==> config.mk <==
export PLATFORM = sky130hd
export DESIGN_NAME = wlink_serdes
export DESIGN_NICKNAME = d
export VERILOG_FILES = /design/src/rtl/wlink_serdes.sv
export SDC_FILE = /design/constraint.sdc
export NUM_CORES = 1
export LEC_CHECK = 0
export BUFFER_PORTS_ARGS = -buffer_cell sky130_fd_sc_hd__buf_4
export CAP_MARGIN = 15
export CELL_PAD_IN_SITES_DETAIL_PLACEMENT = 1
export CELL_PAD_IN_SITES_GLOBAL_PLACEMENT = 1
export CORE_MARGIN = 3
export CORE_UTILIZATION = 43
export CTS_CLUSTER_DIAMETER = 200
export DETAILED_ROUTE_END_ITERATION = 8
export PLACE_DENSITY_LB_ADDON = 0.1
export SETUP_SLACK_MARGIN = 0.02
export SLEW_MARGIN = 5
export SYNTH_ARGS = -nofsm -noshare
export SYNTH_HDL_FRONTEND = slang
export SYNTH_SLANG_ARGS = --single-unit
==> constraint.sdc <==
create_clock -name clk -period 3.6 [get_ports clk]
set_input_delay 0.18 -clock clk [delete_from_list [all_inputs] [get_ports clk]]
set_output_delay 0.18 -clock clk [all_outputs]
set_load 0.05 [all_outputs]
==> src/rtl/wlink_serdes.sv <==
module wlink_serdes (
  input  logic        clk,
  input  logic        rst_n,
  input  logic        in_valid,
  output logic        in_ready,
  input  logic [31:0] in_data,
  input  logic        in_sop,
  input  logic        in_eop,
  input  logic        in_ext,
  input  logic [1:0]  in_lastb,
  input  logic [2:0]  in_wsel,
  output logic [63:0] lnk_data,
  output logic [1:0]  lnk_vld,
  output logic [1:0]  lnk_ctl,
  output logic        lnk_sop,
  output logic        lnk_eop,
  output logic [2:0]  lnk_wsel,
  input  logic [63:0] rx_data,
  input  logic [1:0]  rx_vld,
  input  logic [1:0]  rx_ctl,
  input  logic        rx_sop,
  input  logic        rx_eop,
  input  logic [2:0]  rx_wsel,
  output logic        rx_word_valid,
  output logic [31:0] rx_word,
  output logic        rx_word_ctl,
  output logic        rx_word_sop,
  output logic        rx_word_eop,
  output logic        rx_err
);

  function automatic logic [5:0] lanes(input logic [2:0] s);
    case (s)
      3'd0:    return 6'd2;
      3'd1:    return 6'd4;
      3'd2:    return 6'd8;
      3'd3:    return 6'd16;
      default: return 6'd32;
    endcase
  endfunction

  function automatic logic [3:0] cyc_per_word(input logic [2:0] s);
    case (s)
      3'd0:    return 4'd8;
      3'd1:    return 4'd4;
      3'd2:    return 4'd2;
      default: return 4'd1;
    endcase
  endfunction

  function automatic logic [31:0] lmask(input logic [5:0] w);
    return (w >= 6'd32) ? 32'hFFFF_FFFF : ((32'd1 << w) - 32'd1);
  endfunction

  // transmit side
  logic        active, ctl_r, sop_r, weop, cmd_next;
  logic [3:0]  rem;
  logic [31:0] sh, slot0, slot1, keep, dn, mn, mc;
  logic [1:0]  vld;
  logic [2:0]  wsel_r, wsel_n;
  logic [5:0]  wn, wc;
  logic        accept;

  assign in_ready = !active || (rem == 4'd1);
  assign accept   = in_valid && in_ready;
  assign wsel_n   = in_sop ? in_wsel : wsel_r;
  assign wn       = lanes(wsel_n);
  assign wc       = lanes(wsel_r);
  assign mn       = lmask(wn);
  assign mc       = lmask(wc);
  assign keep     = (in_eop && in_lastb != 2'd0) ? ((32'd1 << {in_lastb, 3'b000}) - 32'd1) : 32'hFFFF_FFFF;
  assign dn       = in_data & keep;

  always_ff @(posedge clk or negedge rst_n) begin
    if (!rst_n) begin
      active <= 1'b0; rem <= '0; sh <= '0; slot0 <= '0; slot1 <= '0; vld <= '0;
      ctl_r <= 1'b0; sop_r <= 1'b0; weop <= 1'b0; cmd_next <= 1'b0; wsel_r <= 3'd4;
    end else if (accept) begin
      active   <= 1'b1;
      wsel_r   <= wsel_n;
      rem      <= cyc_per_word(wsel_n);
      ctl_r    <= in_sop || cmd_next;
      cmd_next <= in_sop && in_ext;
      sop_r    <= in_sop;
      weop     <= in_eop;
      if (wn == 6'd32) begin
        slot0 <= dn; slot1 <= '0; sh <= '0; vld <= 2'b01;
      end else begin
        slot0 <= dn & mn;
        slot1 <= (dn >> wn) & mn;
        sh    <= dn >> (2 * wn);
        vld   <= 2'b11;
      end
    end else if (active && rem > 4'd1) begin
      slot0 <= sh & mc;
      slot1 <= (sh >> wc) & mc;
      sh    <= sh >> (2 * wc);
      rem   <= rem - 4'd1;
      sop_r <= 1'b0;
    end else if (active) begin
      active <= 1'b0; vld <= '0; sop_r <= 1'b0; rem <= '0;
    end
  end

  assign lnk_data = {slot1, slot0};
  assign lnk_vld  = vld;
  assign lnk_ctl  = vld & {2{ctl_r}};
  assign lnk_sop  = sop_r;
  assign lnk_eop  = active && weop && (rem == 4'd1);
  assign lnk_wsel = wsel_r;

  assert_slot_shape_R1: assert property (@(posedge clk) disable iff (!rst_n)
    lnk_vld != 2'b10);
  assert_single_slot_R1: assert property (@(posedge clk) disable iff (!rst_n)
    (lnk_vld != 2'b00) |-> ((lnk_vld == 2'b01) == (lanes(lnk_wsel) == 6'd32)));
  assert_upper_zero_R1: assert property (@(posedge clk) disable iff (!rst_n)
    (lnk_vld == 2'b11) |-> (((lnk_data[31:0] | lnk_data[63:32]) & ~lmask(lanes(lnk_wsel))) == 32'd0));
  assert_no_gap_R3: assert property (@(posedge clk) disable iff (!rst_n)
    !in_ready |=> (lnk_vld != 2'b00));
  assert_sop_mark_R5: assert property (@(posedge clk) disable iff (!rst_n)
    (in_valid && in_ready && in_sop) |=> lnk_sop);
  assert_width_hold_R7: assert property (@(posedge clk) disable iff (!rst_n)
    (lnk_vld != 2'b00 && !lnk_sop && $past(lnk_vld != 2'b00)) |-> (lnk_wsel == $past(lnk_wsel)));

  // receive side
  logic [31:0] acc, rm, b0, b1, merged;
  logic [6:0]  pos, n0, n1, ntot, p1;
  logic [5:0]  rw;
  logic        psop, done, sopn;

  assign rw     = lanes(rx_wsel);
  assign rm     = lmask(rw);
  assign b0     = rx_data[31:0] & rm;
  assign b1     = rx_data[63:32] & rm;
  assign n0     = rx_vld[0] ? {1'b0, rw} : 7'd0;
  assign n1     = rx_vld[1] ? {1'b0, rw} : 7'd0;
  assign ntot   = n0 + n1;
  assign p1     = pos + n0;
  assign merged = acc | (rx_vld[0] ? (b0 << pos) : 32'd0) | (rx_vld[1] ? (b1 << p1) : 32'd0);
  assign done   = (rx_vld != 2'b00) && ((pos + ntot) >= 7'd32);
  assign sopn   = psop || rx_sop;

  always_ff @(posedge clk or negedge rst_n) begin
    if (!rst_n) begin
      acc <= '0; pos <= '0; psop <= 1'b0; rx_word_valid <= 1'b0; rx_word <= '0;
      rx_word_ctl <= 1'b0; rx_word_sop <= 1'b0; rx_word_eop <= 1'b0; rx_err <= 1'b0;
    end else begin
      rx_word_valid <= 1'b0;
      rx_err        <= 1'b0;
      if (rx_vld != 2'b00) begin
        if (done) begin
          rx_word_valid <= 1'b1;
          rx_word       <= merged;
          rx_word_ctl   <= rx_ctl[0];
          rx_word_sop   <= sopn;
          rx_word_eop   <= rx_eop;
          acc <= '0; pos <= '0; psop <= 1'b0;
        end else if (rx_eop) begin
          rx_err <= 1'b1;
          acc <= '0; pos <= '0; psop <= 1'b0;
        end else begin
          acc <= merged; pos <= pos + ntot; psop <= sopn;
        end
      end
    end
  end

  assert_err_exclusive_R9: assert property (@(posedge clk) disable iff (!rst_n)
    rx_err |-> !rx_word_valid);

endmodule

==> metrics.cfg <==
[clocking]
cts_sinks=186
clk_latency_ns=0.49
cts_made_buffers=17
cts_setup_buffers=0
root_buffer=clkbuf_16
clk_pin_slew_ns=0.09
tritoncts=built
cts.path.max_buffers=2
htree_levels=4

[die]
die-width_um=190.0
core_area_um2=32950
die_h_um=190.0
die-area_um2=36100
ios=227
rows=66
initial_utilization=0.4418

[sta]
final-max-slew-violation-count=0
hold_viol=0
fin_skew_ns=0.02243
finalWorstSetupSlack_ns=0.06042
worst_pin_slew_ns=1.114
rsz0062_at_grt=yes
clock.fmax_mhz=282.5
finalSetupTns_ns=0
min_period_ns=3.540
slew_headroom=0.2544
fin_crit_sh=0.9832
setup_viol=0

[power_and_ir_drop]
p_sw_frac=0.5370
intPower_w=0.006509
p_leak_nw=8.403
switchingPower_w=0.007549
ir_drop_mv=0.4871
combPwrFrac=0.605
power_per_cell_area_nw_per_um2=738.7
pwr-share-seq=0.253
clkPwrFrac=0.142

[global_routing]
grt_max_degree=106
grt_pass1_wl_um=117500
grt_overflow=0
first_global_vias=18810
antenna_found_initial=0
track_usage=0.4304

[layout]
utilization=0.5776
final_cell_mix=buf_4 (462), nand2_1 (204), nor2_1 (191), dfrtp_1 (184), o21ai_0 (128)
num_antenna_cells=0
fin_nets=2310
areaGrowthSynthToFinish_pct=30.73
final_common_cell=buf_4
layout-drive-gt1-share=0.2849

[critical_path]
worst-setup-path-type=in2reg
arrival_ns=3.97
cp_cell_sequence=buf_4 > nor2b_4 > and2_4 > inv_2 > ha_4 > buf_4 > o21a_4 > and2_1 > ha_1 > nor2b_1 > a221o_1 > or3_1 > buf_4 > nor3_4 > nand3_2 > o21ai_1 > mux2_4
start_kind=input pin
cpMostUsedCell=buf_4
critPathMaxStageDelay_ns=0.41
worstSetupEndpointType=flop
path_max_fanout=8
cp_data_required_time_ns=4.03
crit_slowest_cell=nor3_4

[logic_synthesis]
synth_simple_gate_area_frac=0.2113
async_flop_share=1.000
synth.mux.area_fraction=0.04985
synthDistinctLibCells=103
syn_area_per_cell_um2=8.008
syn-num-nets=1961
ys_warn_count=0
synth_xor_xnor_area_share=0.004211
synth-edff-count=0
synthAdderAreaFrac=0.02682
synthFlopType=dfrtp_1
yosysSeqAreaShare=0.3198
netlist_instances=1818
ys_ff_latch=186
synth-compound-area-share=0.3355
synth_top_family_by_area=compound AO/OA/AOI/OAI gates
syn_area_um2=14560

[routing]
routed-via-count=18190
wl_per_cell_um=30.51
routed_wl_um=80000
drt.antenna.violating_nets=0
firstDrtPassIters=6
vias_per_cell=6.937
dr.first_iter.drc_count=2041
drc=0

[status]
status=complete, no violations

[placement]
post-place-ws_ns=-0.4041
io_buffer_count=225
dp_hpwl_um=60230
place_congestion=1.020

[hold_path]
hold_class=in2reg

[run]
cap_violations=0

==> routing by layer <==
layer	vias to the layer above	routed length (µm)	track usage
met5	-	0	0
met3	447	6481	0.07850
met4	0	7809	0.3409
li1	7601	-	-
met2	1310	38080	0.7282
met1	8831	27630	0.4752
==> metrics by stage <==
step / area, µm² / instances / hold slack, ns / power, W
after global placement: 18260 / 2579 / 0.3446 / 0.01141
after detailed placement: 18260 / 2579 / 0.3523 / 0.01169
final: 19030 / 2622 / 0.01513 / 0.01406
after global routing: 19030 / 2622 / 0.04223 / 0.01456
after floorplan: 14760 / 1818 / -0.1156 / 0.008383
after CTS: 18930 / 2620 / 0.001790 / 0.01374
==> cells in the mapped netlist, types with 8 or more instances <==
cell type / count / area (µm²)
nand2b_1: 13 / 81.33
buf_1: 18 / 67.56
nor2_1: 196 / 735.7
a31oi_1: 47 / 294.0
o2111ai_1: 12 / 105.1
o31ai_1: 8 / 60.06
a32o_1: 8 / 80.08
o21bai_1: 9 / 67.56
a221oi_1: 17 / 148.9
a31o_2: 12 / 105.1
dfrtp_1: 185 / 4629
ha_1: 20 / 250.2
o21ai_1: 13 / 65.06
o21a_1: 14 / 105.1
nand3_1: 74 / 370.4
a211o_1: 8 / 70.07
a311o_1: 9 / 90.09
o22ai_1: 28 / 175.2
and2_1: 19 / 118.9
a21o_1: 8 / 60.06
o221ai_1: 14 / 122.6
a32oi_1: 32 / 280.3
nand4_1: 15 / 93.84
a21oi_1: 120 / 600.6
a221o_1: 10 / 100.1
clkbuf_1: 108 / 405.4
mux2i_1: 29 / 290.3
buf_2: 17 / 85.08
a22o_1: 13 / 113.9
o21ai_0: 129 / 645.6
nand2_1: 204 / 765.7
nor2b_1: 24 / 150.1
a211oi_1: 27 / 202.7
a22oi_1: 19 / 142.6
a311oi_1: 12 / 105.1
mux2_2: 25 / 281.5
nor3_1: 31 / 155.2
inv_1: 28 / 105.1
and3_1: 37 / 231.5
o211ai_1: 41 / 307.8
==> state kept, by name (all words and copies together) (netlist names), 2 cells and up <==
name and flops:
acc 32, rx_word 32, sh 32, slot0 32, slot1 32, pos 6
rem 4, lnk_wsel 3, lnk_vld 2
==> critical path, delay by kind of cell <==
kind	cells	cell delay, ns
AO/OA/AOI/OAI	3	0.87
multiplexers	1	0.23
buffers and inverters	4	0.50
adder cells (fa/ha/maj)	2	0.50
AND/OR/NAND/NOR	7	1.66
==> path summary, 6_finish.rpt <==
path / endpoint / cells past startpoint / slack, ns / from
worst max-delay path: rx_word[2] / 17 / 0.06 / rx_wsel[2]
worst min-delay path: slot0[7] / 3 / 0.02 / in_data[7]
worst max register to register: acc[16] / 8 / 0.28 / pos[1]
worst min register to register: slot1[27] / 2 / 0.49 / slot1[27]
max in group asynchronous: lnk_wsel[2] / 3 / 2.17 / rst_n
min in group asynchronous: acc[1] / 2 / 0.35 / rst_n
==> layout make-up <==
class	instances	area, µm²
Inverter	35	131.4
Tap cell	442	553.0
Multi-Input combinational cell	1446	9354
Fill cell	3973	13920
Timing Repair Buffer	481	3754
Clock inverter	12	125.1
Clock buffer	20	456.7
Sequential cell	186	4657
==> cells by family after synthesis <==
kind of cell,count (synthesis)
XOR/XNOR,7
AND/OR/NAND/NOR,658
flip-flops,186
other,1
AO/OA/AOI/OAI,691
adder cells (fa/ha/maj),27
multiplexers,62
buffers and inverters,186
==> power groups by stage <==
| stage | clock network, W | registers, W | logic [W] |
|---|---|---|---|
| 2_1_floorplan | 0 | 0.00462 | 0.00376 |
| 3_3_place_gp | 0 | 0.00348 | 0.00792 |
| 3_5_place_dp | 0 | 0.00352 | 0.00816 |
| 4_1_cts | 0.00198 | 0.00351 | 0.00825 |
| 5_1_grt | 0.00206 | 0.00359 | 0.00891 |
| 6_report | 0.00199 | 0.00356 | 0.00850 |
==> repair_timing <==
action                                  in CTS  in global routing
endpoints found under the setup margin       0                 30
endpoints found under the hold margin      110                  0
resized for setup                            0                 13
hold buffers                                 9                  0
No activity file was read; power rests on OpenSTA's default activity.
